--- src/rtl/cga_pkg.sv ---
package cga_pkg;
   localparam int CG_W     = 10;
   localparam int OFF_W    = $clog2(CG_W);
   localparam int MIN_ONES = 4;
   localparam int MAX_ONES = 6;
   // bits 0..7 of a comma, written MSB first (bit 7 left)
   localparam logic [7:0] PAT_LO = 8'b0111_1100;
   localparam logic [7:0] PAT_HI = 8'b1000_0011;

   function automatic logic [3:0] pop_cg(input logic [CG_W-1:0] g);
      pop_cg = '0;
      for (int i = 0; i < CG_W; i++) pop_cg = pop_cg + {3'b000, g[i]};
   endfunction
endpackage

--- src/rtl/cga_gear.sv ---
module cga_gear
   import cga_pkg::*;
#(
   parameter int IN_W = 10
) (
   input  logic            clk_i,
   input  logic            rst_i,
   input  logic            align_en_i,
   input  logic [IN_W-1:0] din_i,
   output logic [CG_W-1:0] raw_q,
   output logic            raw_v,
   output logic            raw_align
);
   localparam int CYC = CG_W / IN_W;

   if (CG_W % IN_W != 0) begin : g_bad_width
      $error("IN_W must divide the code group width");
   end

   if (CYC == 1) begin : g_direct
      always_ff @(posedge clk_i) begin
         if (rst_i) begin
            raw_q     <= '0;
            raw_v     <= 1'b0;
            raw_align <= 1'b0;
         end else begin
            raw_q     <= din_i;
            raw_v     <= 1'b1;
            raw_align <= align_en_i;
         end
      end
   end else begin : g_pack
      localparam int AW  = (CYC - 1) * IN_W;
      localparam int CW  = $clog2(CYC);
      logic [AW-1:0] acc;
      logic [CW-1:0] phase;
      always_ff @(posedge clk_i) begin
         if (rst_i) begin
            acc       <= '0;
            phase     <= '0;
            raw_q     <= '0;
            raw_v     <= 1'b0;
            raw_align <= 1'b0;
         end else if (phase == CW'(CYC - 1)) begin
            raw_q     <= {din_i, acc};
            raw_v     <= 1'b1;
            raw_align <= align_en_i;
            phase     <= '0;
         end else begin
            acc   <= (acc >> IN_W) | (AW'(din_i) << ((CYC - 2) * IN_W));
            raw_v <= 1'b0;
            phase <= phase + 1'b1;
         end
      end
   end
endmodule

--- src/rtl/cga_scan.sv ---
module cga_scan
   import cga_pkg::*;
(
   input  logic [2*CG_W-1:0] win,
   output logic [CG_W-1:0]   hit,
   output logic [CG_W-1:0]   good,
   output logic              any_hit,
   output logic [OFF_W-1:0]  first_off
);
   for (genvar o = 0; o < CG_W; o++) begin : g_off
      logic [CG_W-1:0] cand;
      logic [3:0]      ones;
      assign cand    = win[o +: CG_W];
      assign ones    = pop_cg(cand);
      assign good[o] = (ones >= 4'(MIN_ONES)) && (ones <= 4'(MAX_ONES));
      assign hit[o]  = good[o] && ((cand[7:0] == PAT_LO) || (cand[7:0] == PAT_HI));
   end

   assign any_hit = |hit;

   always_comb begin
      first_off = '0;
      for (int i = CG_W - 1; i >= 0; i--) begin
         if (hit[i]) first_off = OFF_W'(i);
      end
   end
endmodule

--- src/rtl/cga_lock.sv ---
module cga_lock
   import cga_pkg::*;
#(
   parameter int LOCK_N = 4,
   parameter int LOSS_N = 4,
   localparam int CNT_W = $clog2(LOCK_N + 1),
   localparam int BAD_W = $clog2(LOSS_N + 1)
) (
   input  logic             clk_i,
   input  logic             rst_i,
   input  logic             step,
   input  logic             align,
   input  logic [CG_W-1:0]  hit,
   input  logic [CG_W-1:0]  good,
   input  logic             any_hit,
   input  logic [OFF_W-1:0] first_off,
   output logic             locked_q,
   output logic [OFF_W-1:0] off_q,
   output logic             lock_nx,
   output logic [OFF_W-1:0] off_nx,
   output logic [CNT_W-1:0] cnt_q,
   output logic [BAD_W-1:0] bad_q
);
   logic [CNT_W-1:0] cnt_nx;
   logic [BAD_W-1:0] bad_nx;

   always_comb begin
      lock_nx = locked_q;
      off_nx  = off_q;
      cnt_nx  = cnt_q;
      bad_nx  = bad_q;
      if (step) begin
         if (!align) begin
            lock_nx = 1'b0;
            off_nx  = '0;
            cnt_nx  = '0;
            bad_nx  = '0;
         end else if (!locked_q) begin
            if (cnt_q != '0 && hit[off_q]) begin
               if (cnt_q == CNT_W'(LOCK_N - 1)) begin
                  lock_nx = 1'b1;
                  cnt_nx  = '0;
                  bad_nx  = '0;
               end else begin
                  cnt_nx = cnt_q + 1'b1;
               end
            end else if (any_hit) begin
               off_nx = first_off;
               cnt_nx = CNT_W'(1);
            end else if (cnt_q != '0 && !good[off_q]) begin
               cnt_nx = '0;
            end
         end else if (!good[off_q]) begin
            if (bad_q == BAD_W'(LOSS_N - 1)) begin
               lock_nx = 1'b0;
               bad_nx  = '0;
            end else begin
               bad_nx = bad_q + 1'b1;
            end
         end else begin
            bad_nx = '0;
         end
      end
   end

   always_ff @(posedge clk_i) begin
      if (rst_i) begin
         locked_q <= 1'b0;
         off_q    <= '0;
         cnt_q    <= '0;
         bad_q    <= '0;
      end else begin
         locked_q <= lock_nx;
         off_q    <= off_nx;
         cnt_q    <= cnt_nx;
         bad_q    <= bad_nx;
      end
   end
endmodule

--- src/rtl/comma_aligner.sv ---
module comma_aligner
   import cga_pkg::*;
#(
   parameter int IN_W   = 10,
   parameter int LOCK_N = 4,
   parameter int LOSS_N = 4,
   localparam int CNT_W = $clog2(LOCK_N + 1),
   localparam int BAD_W = $clog2(LOSS_N + 1)
) (
   input  logic            clk_i,
   input  logic            rst_i,
   input  logic            align_en_i,
   input  logic [IN_W-1:0] din_i,
   output logic [9:0]      grp_o,
   output logic            grp_v_o,
   output logic            nsync_o
);
   if (LOCK_N < 2 || LOSS_N < 1) begin : g_bad_counts
      $error("LOCK_N must be at least 2 and LOSS_N at least 1");
   end

   logic [CG_W-1:0]   raw_q, prev_q;
   logic              raw_v, raw_align;
   logic [2*CG_W-1:0] win, shifted;
   logic [CG_W-1:0]   hit, good;
   logic              any_hit;
   logic [OFF_W-1:0]  first_off, trk_off, off_nx;
   logic              trk_locked, lock_nx;
   logic [CNT_W-1:0]  trk_cnt;
   logic [BAD_W-1:0]  trk_bad;
   logic [CG_W-1:0]   grp_q;
   logic              grp_v_q, byp_q;

   cga_gear #(.IN_W(IN_W)) u_gear (
      .clk_i(clk_i), .rst_i(rst_i), .align_en_i(align_en_i), .din_i(din_i),
      .raw_q(raw_q), .raw_v(raw_v), .raw_align(raw_align)
   );

   always_ff @(posedge clk_i) begin
      if (rst_i)      prev_q <= '0;
      else if (raw_v) prev_q <= raw_q;
   end

   assign win = {raw_q, prev_q};

   cga_scan u_scan (
      .win(win), .hit(hit), .good(good), .any_hit(any_hit), .first_off(first_off)
   );

   cga_lock #(.LOCK_N(LOCK_N), .LOSS_N(LOSS_N)) u_lock (
      .clk_i(clk_i), .rst_i(rst_i), .step(raw_v), .align(raw_align),
      .hit(hit), .good(good), .any_hit(any_hit), .first_off(first_off),
      .locked_q(trk_locked), .off_q(trk_off), .lock_nx(lock_nx), .off_nx(off_nx),
      .cnt_q(trk_cnt), .bad_q(trk_bad)
   );

   assign shifted = win >> off_nx;

   always_ff @(posedge clk_i) begin
      if (rst_i) begin
         grp_q   <= '0;
         grp_v_q <= 1'b0;
         byp_q   <= 1'b0;
      end else begin
         byp_q   <= raw_v && !raw_align;
         grp_v_q <= raw_v && (!raw_align || lock_nx);
         if (raw_v) grp_q <= raw_align ? shifted[CG_W-1:0] : raw_q;
      end
   end

   assign grp_o   = grp_q;
   assign grp_v_o = grp_v_q;
   assign nsync_o = !trk_locked;
endmodule

--- config.mk ---
export PLATFORM = sky130hd
export DESIGN_NAME = comma_aligner
export DESIGN_NICKNAME = d
export VERILOG_FILES = /design/src/rtl/cga_pkg.sv /design/src/rtl/cga_gear.sv /design/src/rtl/cga_scan.sv /design/src/rtl/cga_lock.sv /design/src/rtl/comma_aligner.sv
export SDC_FILE = /design/constraint.sdc
export NUM_CORES = 1
export LEC_CHECK = 0
export BUFFER_PORTS_ARGS = -buffer_cell sky130_fd_sc_hd__buf_2
export CAP_MARGIN = 10
export CORE_MARGIN = 4
export CORE_UTILIZATION = 50
export CTS_CLUSTER_DIAMETER = 150
export DETAILED_ROUTE_END_ITERATION = 10
export PLACE_DENSITY = 0.65
export SETUP_SLACK_MARGIN = 0.1
export SLEW_MARGIN = 20
export SYNTH_ARGS = -nofsm -noshare
export SYNTH_HDL_FRONTEND = slang
export SYNTH_HIERARCHICAL = 1
export SYNTH_SLANG_ARGS = --single-unit
--- constraint.sdc ---
create_clock -name clk_i -period 7.2 [get_ports clk_i]
set_clock_uncertainty 0.1 [all_clocks]
set_input_delay 2.16 -clock clk_i [delete_from_list [all_inputs] [get_ports clk_i]]
set_output_delay 2.16 -clock clk_i [all_outputs]
set_load 0.01 [all_outputs]
==> impl_metrics.ini <==
[sta]
hold_viol_final = 0
maxSlewHeadroom = 0.458
setup_violations = 0
fmax_mhz = 149
finalCriticalPeriod_ns = 6.72
rsz0062_at_grt = no
finalMaxSlewViolations = 0
worst_slew_pin_slew_ns = 0.811
setup_tns_ns = 0
period_share = 0.934

[routing]
drt-pass1-iter-count = 5
wl_met2_um = 7140
vias = 4746
drc = 0
vias_per_cell = 6.15
drtIter0Drc = 504
top_layer = met4
routed_wl_um = 15500
wl_met1_um = 6690
detail-route-antenna-nets = 0
wire_per_inst_um = 20.1
dr_wl_met3_um = 1250

[worst_setup_path]
path_max_fanout = 10
cp-start-kind = register
end_kind = register
crit_type = register to register
reg2reg_slack_ns = 0.48
cp.required_ns = 7.25
cp.arrival_ns = 6.78

[finish]
syn_to_final_growth_pct = 9.35
drive_gt1_frac = 0.199
antenna_cells = 0
stdcell_area_sq_um = 6420
layout.nets = 752

[yosys]
synth.most_common_cell = inv_1
synth_commonest_cells = inv_1, fa_1, ha_1
synth_cell_types = 83
synth_top_area_cell = fa_1
ys_ff_latch = 44
ys.flop_type = dfxtp_1
ys_top_cells_by_area = fa_1, dfxtp_1, ha_1
ys_async_sr_fraction = 0
yosysSeqAreaShare = 0.150
syn-cell-area_sq_um = 5870
syn_inst = 592
synth_top_area_frac = 0.201
syn_avg_cell_area_sq_um = 9.92
yosysWarnings = 6
synth_edf_count = 0
synth_nets = 716

[floorplanning]
initial_core_util = 0.512
core_sq_um = 11500
die_w_um = 116
dieHeight_um = 116
core.rowCount = 39
die-area_sq_um = 13500
ios = 25

[global_routing]
grt_antenna_before_repair = 0
grt_pass1_wl_um = 25100
grt_max_degree = 41
first_global_vias = 4760
gr-usage-all-layers = 0.237
gr-total-overflow = 0

[pwr]
peakVddDrop_mv = 0.153
pwr_density_cell_nw_per_um2 = 131
leakage_nw = 2.81

[run]
maxCapViolations = 0

[placement]
gp_congestion = 0.890
detailed_place.area_sq_um = 6230
portBuffers = 24
hpwl_um = 11800

[run_status]
status = finished clean

[clocking]
root_buffer = clkbuf_16
clk_pin_slew_ns = 0.06
post-cts-setup-buffer-count = 0
cts_tree = yes
clk_path_buf_depth = 2
cts_hold_buf = 0
htree_levels = 2
cts.sinks = 44
cts_buffers = 5
cts_resized = 0
clk_latency_ns = 0.29

[hold_path]
hp-class = register to register
## layer usage
metal,global-route usage,vias up
met1,0.333,2336
met4,0.0735,0
met5,0,-
met3,0.0477,34
met2,0.372,220
li1,-,2156
## worst max-delay path, cell delays in order (launching register included)
cell       delay, ns
dfxtp_1         0.50
inv_1           0.22
fa_1            0.61
fa_1            0.46
fa_1            0.53
inv_1           0.05
ha_1            0.22
fa_1            0.41
a2111oi_2       0.34
a21oi_1         0.08
a211oi_2        0.30
a21boi_4        0.30
mux2i_1         0.11
a221oi_2        0.33
o211a_1         0.32
o211ai_1        0.21
nand2_4         0.25
mux4_1          0.57
mux4_2          0.46
mux2i_1         0.14
a211oi_1        0.08
## state kept, by name (all words and copies together) (netlist names)
register / flops
prev_q: 10
u_gear/raw_align: 1
u_gear/raw_v: 1
u_lock/locked_q: 1
grp_o: 10
u_lock/cnt_q: 3
grp_v_o: 1
u_lock/off_q: 4
u_gear/raw_q: 10
u_lock/bad_q: 3
## path summary, 6_finish.rpt
path                         from               to  cells past startpoint
hold reg to reg   u_lock/cnt_q[2]  u_lock/cnt_q[2]                      2
hold / removal    u_lock/cnt_q[2]  u_lock/cnt_q[2]                      2
setup reg to reg        prev_q[4]         grp_o[1]                     20
setup / recovery        prev_q[4]         grp_o[1]                     20
## cell type report
| cell class | instances | area [sq um] |
|---|---|---|
| multi-input combinational | 430 | 4490 |
| timing repair buffer | 55 | 353 |
| sequential | 44 | 881 |
| inverter | 92 | 345 |
| fill | 1018 | 5050 |
| clock buffer | 5 | 125 |
| clock inverter | 3 | 47.5 |
| tap | 143 | 179 |
## power breakdown
part | internal (mW) | switching [mW] | leakage [nW]
clock | 0.165 | 0.100 | 0.0840
combinational | 0.128 | 0.175 | 2.37
sequential | 0.253 | 0.0172 | 0.361
## stage by stage
step	hold WS [ns]	total power, mW	utilization	worst slack (ns)	std cells
after floorplan	0.320	0.493	-	0.911	592
after global placement	0.332	0.559	0.543	0.459	764
after detailed placement	0.329	0.578	0.543	0.275	764
after CTS	0.346	0.844	0.558	0.260	772
after global routing	0.368	0.899	0.560	0.0967	772
final	0.348	0.839	0.560	0.475	772
## cells in the final DEF (no fill, tap or decap), types with 4 or more instances in the layout
master     instances
nand3_1            6
mux2i_1           40
o21ai_0            6
o211ai_1           8
mux2_2             4
buf_4             31
nand4_1           11
inv_1             91
nor2b_2            7
a21oi_1           16
nor2_1            37
dfxtp_1           44
a211oi_1          11
nand2b_1           9
nor4_1             4
and2b_2            4
nor2b_1            7
mux4_2            16
buf_2             24
a211o_1            6
nor3_1             7
nor3b_1            4
nand2_1           21
and2_1             4
ha_1              52
nand4b_1           6
fa_1              59
clkbuf_16          5
o22ai_1            6
## logic make-up after synthesis
group,Yosys count,share of synthesized area
adder cells (fa/ha/maj),111,0.312
buffers and inverters,118,0.0882
AO/OA/AOI/OAI,107,0.155
flip-flops,44,0.150
AND/OR/NAND/NOR,150,0.149
multiplexers,62,0.146
No activity file was read; power rests on OpenSTA's default activity.
